## config.mk

```make
export PLATFORM = sky130hd
export DESIGN_NAME = flash_wr_qualifier
export DESIGN_NICKNAME = d
export VERILOG_FILES = /design/src/rtl/fwq_pkg.sv /design/src/rtl/fwq_sync.sv /design/src/rtl/fwq_width_filter.sv /design/src/rtl/fwq_qualify.sv /design/src/rtl/flash_wr_qualifier.sv
export SDC_FILE = /design/constraint.sdc
export NUM_CORES = 1
export LEC_CHECK = 0
export BUFFER_PORTS_ARGS = -buffer_cell sky130_fd_sc_hd__buf_2
export CAP_MARGIN = 20
export CORE_ASPECT_RATIO = 1.5
export CORE_MARGIN = 2
export CORE_UTILIZATION = 49
export CTS_CLUSTER_SIZE = 24
export DETAILED_ROUTE_END_ITERATION = 12
export MAX_ROUTING_LAYER = met4
export PLACE_DENSITY_LB_ADDON = 0.1
export REMOVE_ABC_BUFFERS = 1
export SLEW_MARGIN = 15
export SYNTH_ARGS = -nofsm -noshare
export SYNTH_HDL_FRONTEND = slang
export SYNTH_SLANG_ARGS = --single-unit
```

## constraint.sdc

```tcl
create_clock -name clk -period 2.7 [get_ports clk]
set_clock_uncertainty 0.1 [all_clocks]
set_input_delay 0.54 -clock clk [delete_from_list [all_inputs] [get_ports clk]]
set_output_delay 0.54 -clock clk [all_outputs]
set_load 0.02 [all_outputs]
```

## src/rtl/fwq_pkg.sv

```systemverilog
package fwq_pkg;
  typedef enum logic [1:0] {
    QS_IDLE   = 2'd0,
    QS_ACTIVE = 2'd1,
    QS_DRAIN  = 2'd2
  } qstate_e;
endpackage

```

## src/rtl/fwq_sync.sv

```systemverilog
module fwq_sync #(
  parameter int          W       = 1,
  parameter logic [W-1:0] RST_VAL = '0
) (
  input  logic         clk,
  input  logic         rst_n,
  input  logic [W-1:0] d,
  output logic [W-1:0] q
);
  logic [W-1:0] s1_q;

  always_ff @(posedge clk or negedge rst_n) begin
    if (!rst_n) begin
      s1_q <= RST_VAL;
      q    <= RST_VAL;
    end else begin
      s1_q <= d;
      q    <= s1_q;
    end
  end
endmodule

```

## src/rtl/fwq_width_filter.sv

```systemverilog
module fwq_width_filter #(
  parameter int   MIN_W   = 4,
  parameter logic RST_VAL = 1'b1
) (
  input  logic clk,
  input  logic rst_n,
  input  logic din,
  output logic dout
);
  localparam int CW = (MIN_W < 2) ? 1 : $clog2(MIN_W + 1);

  logic [CW-1:0] cnt_q, cnt_d;
  logic          out_d;
  logic          differ;

  assign differ = (din != dout);

  always_comb begin
    cnt_d = '0;
    out_d = dout;
    if (differ) begin
      if (cnt_q >= CW'(MIN_W - 1)) begin
        out_d = din;
        cnt_d = '0;
      end else begin
        cnt_d = cnt_q + 1'b1;
      end
    end
  end

  always_ff @(posedge clk or negedge rst_n) begin
    if (!rst_n) begin
      cnt_q <= '0;
      dout  <= RST_VAL;
    end else begin
      cnt_q <= cnt_d;
      dout  <= out_d;
    end
  end
endmodule

```

## src/rtl/fwq_qualify.sv

```systemverilog
module fwq_qualify
  import fwq_pkg::*;
#(
  parameter int AW = 19,
  parameter int DW = 8
) (
  input  logic          clk,
  input  logic          rst_n,
  input  logic          ce_f,
  input  logic          oe_f,
  input  logic          we_f,
  input  logic          lock,
  input  logic          raw_strobe,
  input  logic [AW-1:0] bus_addr,
  input  logic [DW-1:0] bus_data,
  output logic          acc_pulse,
  output logic [AW-1:0] acc_addr,
  output logic [DW-1:0] acc_data,
  output logic          rd_reset_req,
  output logic          in_write
);
  qstate_e       st_q, st_d;
  logic          pulse_d;
  logic          boot_q, lock_prev_q;
  logic [AW-1:0] hold_addr_q;
  logic [DW-1:0] hold_data_q;
  logic          hold_en;
  logic          win_open, strobe_up;

  assign win_open  = !ce_f && !we_f && oe_f;
  assign strobe_up = ce_f || we_f;
  assign hold_en   = raw_strobe && !lock;
  assign in_write  = (st_q == QS_ACTIVE);

  always_comb begin
    st_d    = st_q;
    pulse_d = 1'b0;
    unique case (st_q)
      QS_IDLE: begin
        if (win_open) st_d = lock ? QS_DRAIN : QS_ACTIVE;
      end
      QS_ACTIVE: begin
        if (lock || !oe_f) begin
          st_d = strobe_up ? QS_IDLE : QS_DRAIN;
        end else if (strobe_up) begin
          st_d    = QS_IDLE;
          pulse_d = 1'b1;
        end
      end
      QS_DRAIN: begin
        if (strobe_up) st_d = QS_IDLE;
      end
      default: st_d = QS_IDLE;
    endcase
  end

  always_ff @(posedge clk or negedge rst_n) begin
    if (!rst_n) begin
      st_q         <= QS_IDLE;
      acc_pulse    <= 1'b0;
      boot_q       <= 1'b1;
      lock_prev_q  <= 1'b1;
      rd_reset_req <= 1'b1;
    end else begin
      st_q         <= st_d;
      acc_pulse    <= pulse_d;
      boot_q       <= 1'b0;
      lock_prev_q  <= lock;
      rd_reset_req <= boot_q || (lock && !lock_prev_q);
    end
  end

  always_ff @(posedge clk or negedge rst_n) begin
    if (!rst_n) begin
      hold_addr_q <= '0;
      hold_data_q <= '0;
    end else if (hold_en) begin
      hold_addr_q <= bus_addr;
      hold_data_q <= bus_data;
    end
  end

  always_ff @(posedge clk or negedge rst_n) begin
    if (!rst_n) begin
      acc_addr <= '0;
      acc_data <= '0;
    end else if (pulse_d) begin
      acc_addr <= hold_addr_q;
      acc_data <= hold_data_q;
    end
  end
endmodule

```

## src/rtl/flash_wr_qualifier.sv

```systemverilog
module flash_wr_qualifier #(
  parameter int AW    = 19,
  parameter int DW    = 8,
  parameter int MIN_W = 4
) (
  input  logic          clk,
  input  logic          rst_n,
  input  logic          ce_n,
  input  logic          oe_n,
  input  logic          we_n,
  input  logic          supply_low,
  input  logic [AW-1:0] bus_addr,
  input  logic [DW-1:0] bus_data,
  output logic          acc_pulse,
  output logic [AW-1:0] acc_addr,
  output logic [DW-1:0] acc_data,
  output logic          rd_reset_req
);
  localparam int NCTL = 3;

  logic [1:0]      rst_pipe_q;
  logic            rst_ni;
  logic [NCTL-1:0] ctl_raw, ctl_s, ctl_f;
  logic            lock_s;
  logic            raw_strobe;
  logic            in_write;

  always_ff @(posedge clk or negedge rst_n) begin
    if (!rst_n) rst_pipe_q <= 2'b00;
    else        rst_pipe_q <= {rst_pipe_q[0], 1'b1};
  end
  assign rst_ni = rst_pipe_q[1];

  assign ctl_raw    = {ce_n, oe_n, we_n};
  assign raw_strobe = !ce_n && !we_n;

  fwq_sync #(.W(NCTL), .RST_VAL({NCTL{1'b1}})) u_ctl_sync (
    .clk(clk), .rst_n(rst_ni), .d(ctl_raw), .q(ctl_s)
  );

  fwq_sync #(.W(1), .RST_VAL(1'b1)) u_lock_sync (
    .clk(clk), .rst_n(rst_ni), .d(supply_low), .q(lock_s)
  );

  for (genvar i = 0; i < NCTL; i++) begin : g_filt
    fwq_width_filter #(.MIN_W(MIN_W), .RST_VAL(1'b1)) u_filt (
      .clk(clk), .rst_n(rst_ni), .din(ctl_s[i]), .dout(ctl_f[i])
    );
  end

  fwq_qualify #(.AW(AW), .DW(DW)) u_qual (
    .clk          (clk),
    .rst_n        (rst_ni),
    .ce_f         (ctl_f[2]),
    .oe_f         (ctl_f[1]),
    .we_f         (ctl_f[0]),
    .lock         (lock_s),
    .raw_strobe   (raw_strobe),
    .bus_addr     (bus_addr),
    .bus_data     (bus_data),
    .acc_pulse    (acc_pulse),
    .acc_addr     (acc_addr),
    .acc_data     (acc_data),
    .rd_reset_req (rd_reset_req),
    .in_write     (in_write)
  );
endmodule

```

==> key figures, run 1 <==
Global routing
  – Number of global-route vias before repair: 1734
  – First-pass GRT wire length: 8.51 mm
  – Initial antenna violation count: 0
  – GRT Residual Overflow: 0
  – Largest net degree at the start of global routing: 80
  – Tot GR Track Use: 0.165

STA
  – Final worst slack: between 0.8 and 0.9 ns
  – Achievable Freq: between 500 and 600 MHz
  – Setup TNS: 0 ns
  – Shortest period the worst path allows: approximately 1.9 ns
  – Period utilization: 0.701
  – Slew Limit Fails: 0
  – RSZ-0062 raised after global routing: no
  – Final hold violations: 0
  – Final setup viols: 0

Placed design
  – Area after DPL: approximately 3500 sq um
  – Hpwl dp: ~3.4 mm
  – PortBufs: 61
  – Pre-CTS setup slack: 0.816 ns
  – GP Congestion: between 0.7 and 0.8

Setup path
  – Endpoint type of the worst setup path: flop
  – WP data arrival: about 2 ns
  – Req. time, crit path: between 2 and 3 ns
  – CP startpoint kind: flop
  – Critical-path maximum fanout: 11
  – Kind of critical path: flop to flop

Final layout
  – Share of post-route cells with drive strength above 1: 0.606
  – ANT cells: 0
  – Most frequent cells in the layout: dfrtp_1, buf_2, mux2_2, mux2_4, dfstp_2
  – Nets: 293
  – Layout Area Growth over Synthesis: 19.1%
  – FILL cells: 474
  – Commonest non-fill, non-tap cell in the layout: dfrtp_1
  – Post-route cell area: between 3000 and 4000 sq um

Clocking
  – Setup bufs post-CTS: 0
  – Reg clk slew, reported paths: 0.08 ns
  – TritonCTS buffer count: 9
  – Clock latency on the worst-skew pair: about 0.35 ns
  – PostCTS Resize Cnt: 0
  – CTS tree: yes
  – CTS Buffer Depth: 2
  – H-tree lvl count: 3
  – # clock sinks: between 80 and 90
  – Root Driver: clkbuf_8

Run status
  – Status: finished, final reports clean

Floorplanning
  – Vert. Die Dim: 102 microns
  – Initial Util: 0.508
  – Row count: 35
  – Boundary pin count: 62
  – Core area: a little over 6000 sq um
  – DIE AREA: approximately 7100 sq um
  – Die Wd: 69.3 microns

Routing
  – Routed wire length: approximately 5 mm
  – WL per Instance: between 15 and 20 microns
  – First DRT Iteration DRCs: just over 70
  – DRC violations left: 0
  – Drt first pass iters: 2
  – Vias: ~1600
  – Antenna-violating nets left: 0
  – Vias per cell: slightly below 5

Synth
  – Post-synthesis sequential area ratio: 0.660
  – #FFs+latches synth: just over 80
  – Distinct cells, synth: 25
  – Post-Syn Area per Cell: 17.3 sq um
  – Cells after synthesis: roughly 180
  – Netlist Area Pre-Place: roughly 3100 sq um
  – Synth warnings: 0

Run
  – Total of max-cap violations: 0

Pwr
  – Pwr/cell area: a little over 1000 nW/um^2
  – Total Power: between 3000 and 4000 uW
  – Peak supply drop: about 570 uV
  – Leak pwr: 0.00183 uW

Hold path
  – Worst Hold Class: flop to asynchronous set/reset pin
## cells by family after synthesis
logic type,count (synthesis),share of synthesized area
AOI/OAI and AO/OA,7,0.0187
xor gates and xnor gates,3,0.00838
adders and majority gates,6,0.0239
buffers and inverters,9,0.0283
DFF,82,0.660
muxes,57,0.227
other,2,0.00239
and+or+nand+nor,15,0.0311
## worst paths after layout
check                                       from                   endpoint  slack (ns)  depth (start not counted)
max in group asynchronous          rst_pipe_q[1]           u_lock_sync.s1_q        1.65                          2
hold reg to reg                    rst_pipe_q[1]  g_filt[2].u_filt.cnt_q[2]        0.09                          0
setup reg to reg           g_filt[1].u_filt.dout         u_qual.acc_addr[2]        0.81                          3
hold / removal                     rst_pipe_q[1]  g_filt[2].u_filt.cnt_q[2]        0.09                          0
setup / recovery           g_filt[1].u_filt.dout         u_qual.acc_addr[2]        0.81                          3
min in group clk                      supply_low           u_lock_sync.s1_q        0.19                          1
## cell usage after synthesis (all sizes together)
master	n	area [sq um]
a21o	1	8.76
and3b	2	17.5
xor2	1	8.76
inv	4	15.0
nor2b	1	6.26
a211oi	4	30.0
buf	5	73.8
nor3	4	31.3
and3	1	6.26
a2111oi	1	8.76
o2111a	1	11.3
nand2	2	7.51
xnor2	2	17.5
nor3b	2	15.0
mux2	57	713
conb	2	7.51
dfstp	14	368
dfrtp	68	1700
ha	6	75.1
nor2	3	13.8
## critical path, cell delays in order (launching register included)
cell      delay (ns)
dfstp_2         0.59
o2111a_2        0.45
buf_4           0.29
mux2_2          0.35
## layout make-up
| cell class | count | area (sq um) | area share |
|---|---|---|---|
| inverters | 4 | 15.0 | 0.00402 |
| clock inverters | 5 | 52.6 | 0.0141 |
| multi-input cells | 90 | 980 | 0.262 |
| flip-flops and latches | 82 | 2070 | 0.555 |
| clock buffers | 11 | 151 | 0.0405 |
| repair buffers | 67 | 373 | 0.0998 |
| well taps | 74 | 92.6 | 0.0248 |
## state kept, by name, summed over array words and instances, names as in the netlist
signal               cells
u_qual.acc_addr         19
u_qual.hold_addr_q      19
g_filt.u_filt.cnt_q      9
u_qual.acc_data          8
u_qual.hold_data_q       8
g_filt.u_filt.dout       3
u_ctl_sync.q             3
u_ctl_sync.s1_q          3
rst_pipe_q               2
u_qual.st_q              2
u_lock_sync.q            1
u_lock_sync.s1_q         1
u_qual.acc_pulse         1
u_qual.boot_q            1
u_qual.lock_prev_q       1
u_qual.rd_reset_req      1
## report_power, final
group          total [uW]  leakage [uW]  switching [uW]  internal (uW)
Sequential           1850       0.00101             234           1610
Combinational        1080      0.000716             528            553
Clock                 892      0.000105             419            473
## routing by layer
layer,wire [microns],track usage
met4,98,0.0814
met2,2460,0.248
met5,0,-
met3,238,0.0513
met1,2290,0.203
## repair_timing
action / CTS / global route
hold endpoints to repair: 2 / 0
hold buffers: 1 / 0
setup endpoints to repair: 0 / 0
## through the flow
stage | utilization | hold slack, ns | std cells
after floorplan | - | 0.144 | 176
after global placement | 0.566 | 0.225 | 315
after detailed placement | 0.566 | 0.227 | 315
after CTS | 0.601 | 0.171 | 332
after global routing | 0.605 | 0.111 | 333
final | 0.605 | 0.0911 | 333
(Power assumes the default switching activity.)
==> inputs of run 2 (changes only) <==
==> constraint.sdc (replaced) <==
create_clock -name clk -period 1.7 [get_ports clk]
set_clock_uncertainty 0.1 [all_clocks]
set_input_delay 0.34 -clock clk [delete_from_list [all_inputs] [get_ports clk]]
set_output_delay 0.34 -clock clk [all_outputs]
set_load 0.02 [all_outputs]
==> run 2 against run 1 <==
Against the previous run: flip-flop and latch count unchanged; clock power increased by 36%; wire length decreased by 2.6%; critical path depth increased by 1; worst hold slack got worse by 0.0084 ns; core utilization increased by 0.77 points; maximum frequency increased by 16%; sequential power increased by 57%; largest cell class unchanged.
==> key figures, run 2 (synthesis results as in run 1) <==
Routing
  – Vias per cell: 5.01 (+1.7%)
  – Vias: 1693 (+3.2%)
  – First DRT Iteration DRCs: 72 (+1.4%)
  – Routed wire length: 4.95 mm (-2.6%)
  – Drt first pass iters: 4 (+2)
  – WL per Instance: 14.7 microns (-4.0%)
  – DRC violations left: 0 (unchanged)
  – Antenna-violating nets left: 0 (unchanged)

Final layout
  – Most frequent cells in the layout: dfrtp_1, buf_2, mux2_2, mux2_4, dfstp_2
  – Layout Area Growth over Synthesis: 20.7%
  – ANT cells: 0 (unchanged)
  – Commonest non-fill, non-tap cell in the layout: dfrtp_1
  – Share of post-route cells with drive strength above 1: 0.606 (about the same)
  – Fin cells: 338 (+1.5%)
  – Top flop regs: u_qual.acc_addr x19, u_qual.hold_addr_q x19, g_filt.u_filt.cnt_q x9
  – Nets: 298 (+1.7%)

Clocking
  – Reg clk slew, reported paths: 0.08 ns (about the same)
  – Root Driver: clkbuf_8
  – H-tree lvl count: 3 (unchanged)
  – TritonCTS buffer count: 9 (unchanged)
  – Clock latency on the worst-skew pair: 0.34 ns (about the same)
  – CTS tree: yes
  – # clock sinks: 82 (unchanged)
  – CTS Buffer Depth: 2 (unchanged)

STA
  – Period utilization: 0.956 (+0.256)
  – Final setup viols: 0 (unchanged)
  – Slew Limit Fails: 0 (unchanged)
  – Final hold violations: 0 (unchanged)
  – Achievable Freq: 615 MHz (+16%)
  – Shortest period the worst path allows: 1.63 ns (-0.265 ns)

Global routing
  – Initial antenna violation count: 0 (unchanged)
  – Tot GR Track Use: 0.163 (-0.00213)
  – First-pass GRT wire length: 8.47 mm (-0.40%)
  – Number of global-route vias before repair: 1756 (+1.3%)
  – Largest net degree at the start of global routing: 67 (-16%)
  – GRT Residual Overflow: 0 (unchanged)

Setup path
  – Crit path top cell by count: ha_1
  – Req. time, crit path: 1.87 ns (-0.96 ns)
  – Crit-path cells: ha_1 -> ha_1 -> a211oi_2 -> mux2_2
  – Slowest-stage cell, CP: dfrtp_1
  – Critical-path maximum fanout: 3 (-8)
  – CP max stage delay: 0.42 ns (-0.17 ns)
  – WP data arrival: 1.80 ns (-0.22 ns)
  – Kind of critical path: flop to flop
  – Endpoint type of the worst setup path: flop
  – CP startpoint kind: flop

Pwr
  – Leak pwr: 0.00184 uW (+0.36%)
  – Pwr/cell area: 1560 nW/um^2 (+53%)
  – Peak supply drop: 856 uV (+49%)
  – Total Power: 5910 uW (+55%)

Placed design
  – GP Congestion: 0.712 (+0.11%)
  – Hpwl dp: 3.27 mm (-2.9%)
  – Dpl cells: 317 (+0.63%)
  – PortBufs: 61 (unchanged)

Hold path
  – Worst Hold Class: flop to asynchronous set/reset pin

Run status
  – Status: finished, final reports clean

Floorplanning
  – Boundary pin count: 62 (unchanged)
  – Die Wd: 69.3 microns (unchanged)
  – Row count: 35 (unchanged)
  – Initial Util: 0.508 (unchanged)
  – DIE AREA: 7070 sq um (unchanged)
  – Core area: 6170 sq um (unchanged)
  – Vert. Die Dim: 102 microns (unchanged)

Run
  – Total of max-cap violations: 0 (unchanged)
==> run 2: cell count changes in the layout (fill, tap and decap cells not counted), sizes merged <==
cell / before / now
clkinvlp: 1 / 2
dlygate4sd3: 1 / 5
buf: 66 / 67
bufinv: 1 / 0
==> run 2: power by group <==
part           switching, uW  leakage, uW  internal, uW
clock                    647    0.0000851           563
combinational            854     0.000743           929
sequential               352      0.00101          2560
total                   1850      0.00184          4050
==> run 2: metrics by stage <==
stage	util	hold slack (ns)	instance area, sq um	setup WS (ns)	TNS, ns
2_1_floorplan	-	-0.0556	3060	-0.828	-72.68
3_3_place_gp	0.575	0.0240	3550	0.0824	0
3_5_place_dp	0.575	0.0270	3550	0.0419	0
4_1_cts	0.607	0.00479	3750	0.0312	0
5_1_grt	0.613	0.0972	3780	-0.0203	-0.0203
6_report	0.613	0.0826	3780	0.0741	0
==> run 2: area by class of cell <==
class                      count  area, sq um
sequential                    82         2070
tap                           74         92.6
fill                         485         2390
clock buffer                  11          141
inverter                       4         15.0
clock inverter                 5         30.0
multi-input combinational     90          995
timing repair buffer          72          438
==> run 2: repair_timing <==
item / 4_1_cts / 5_1_grt
gates resized for setup: 0 / 3
buffers inserted: 0 / 0
endpoints found under the hold margin: 4 / 2
hold buffers: 3 / 2
endpoints found under the setup margin: 0 / 5
==> run 2: worst paths after layout <==
kind	start	slack (ns)	cells past startpoint	end
setup / recovery	g_filt[2].u_filt.cnt_q[0]	0.07	4	g_filt[2].u_filt.dout
min in group clk	bus_addr[3]	0.12	2	u_qual.hold_addr_q[3]
max in group asynchronous	rst_pipe_q[1]	0.78	1	u_lock_sync.s1_q
setup reg to reg	g_filt[2].u_filt.cnt_q[0]	0.07	4	g_filt[2].u_filt.dout
hold reg to reg	rst_pipe_q[1]	0.08	0	u_qual.acc_data[7]
hold / removal	rst_pipe_q[1]	0.08	0	u_qual.acc_data[7]
==> run 2: metal layers <==
| layer | share of wire | global-route usage | vias to the layer above |
|---|---|---|---|
| met5 | 0 | - | - |
| met1 | 0.45 | 0.207 | 856 |
| met4 | 0.021 | 0.0679 | 0 |
| met2 | 0.49 | 0.241 | 39 |
| met3 | 0.038 | 0.0542 | 13 |
| li1 | - | - | 785 |
==> run 2: critical path, delay by kind of cell, from the launching register on <==
kind,cells,cell delay (ns)
AOI/OAI and AO/OA,1,0.27
adders and majority gates,2,0.40
DFF,1,0.42
muxes,1,0.36
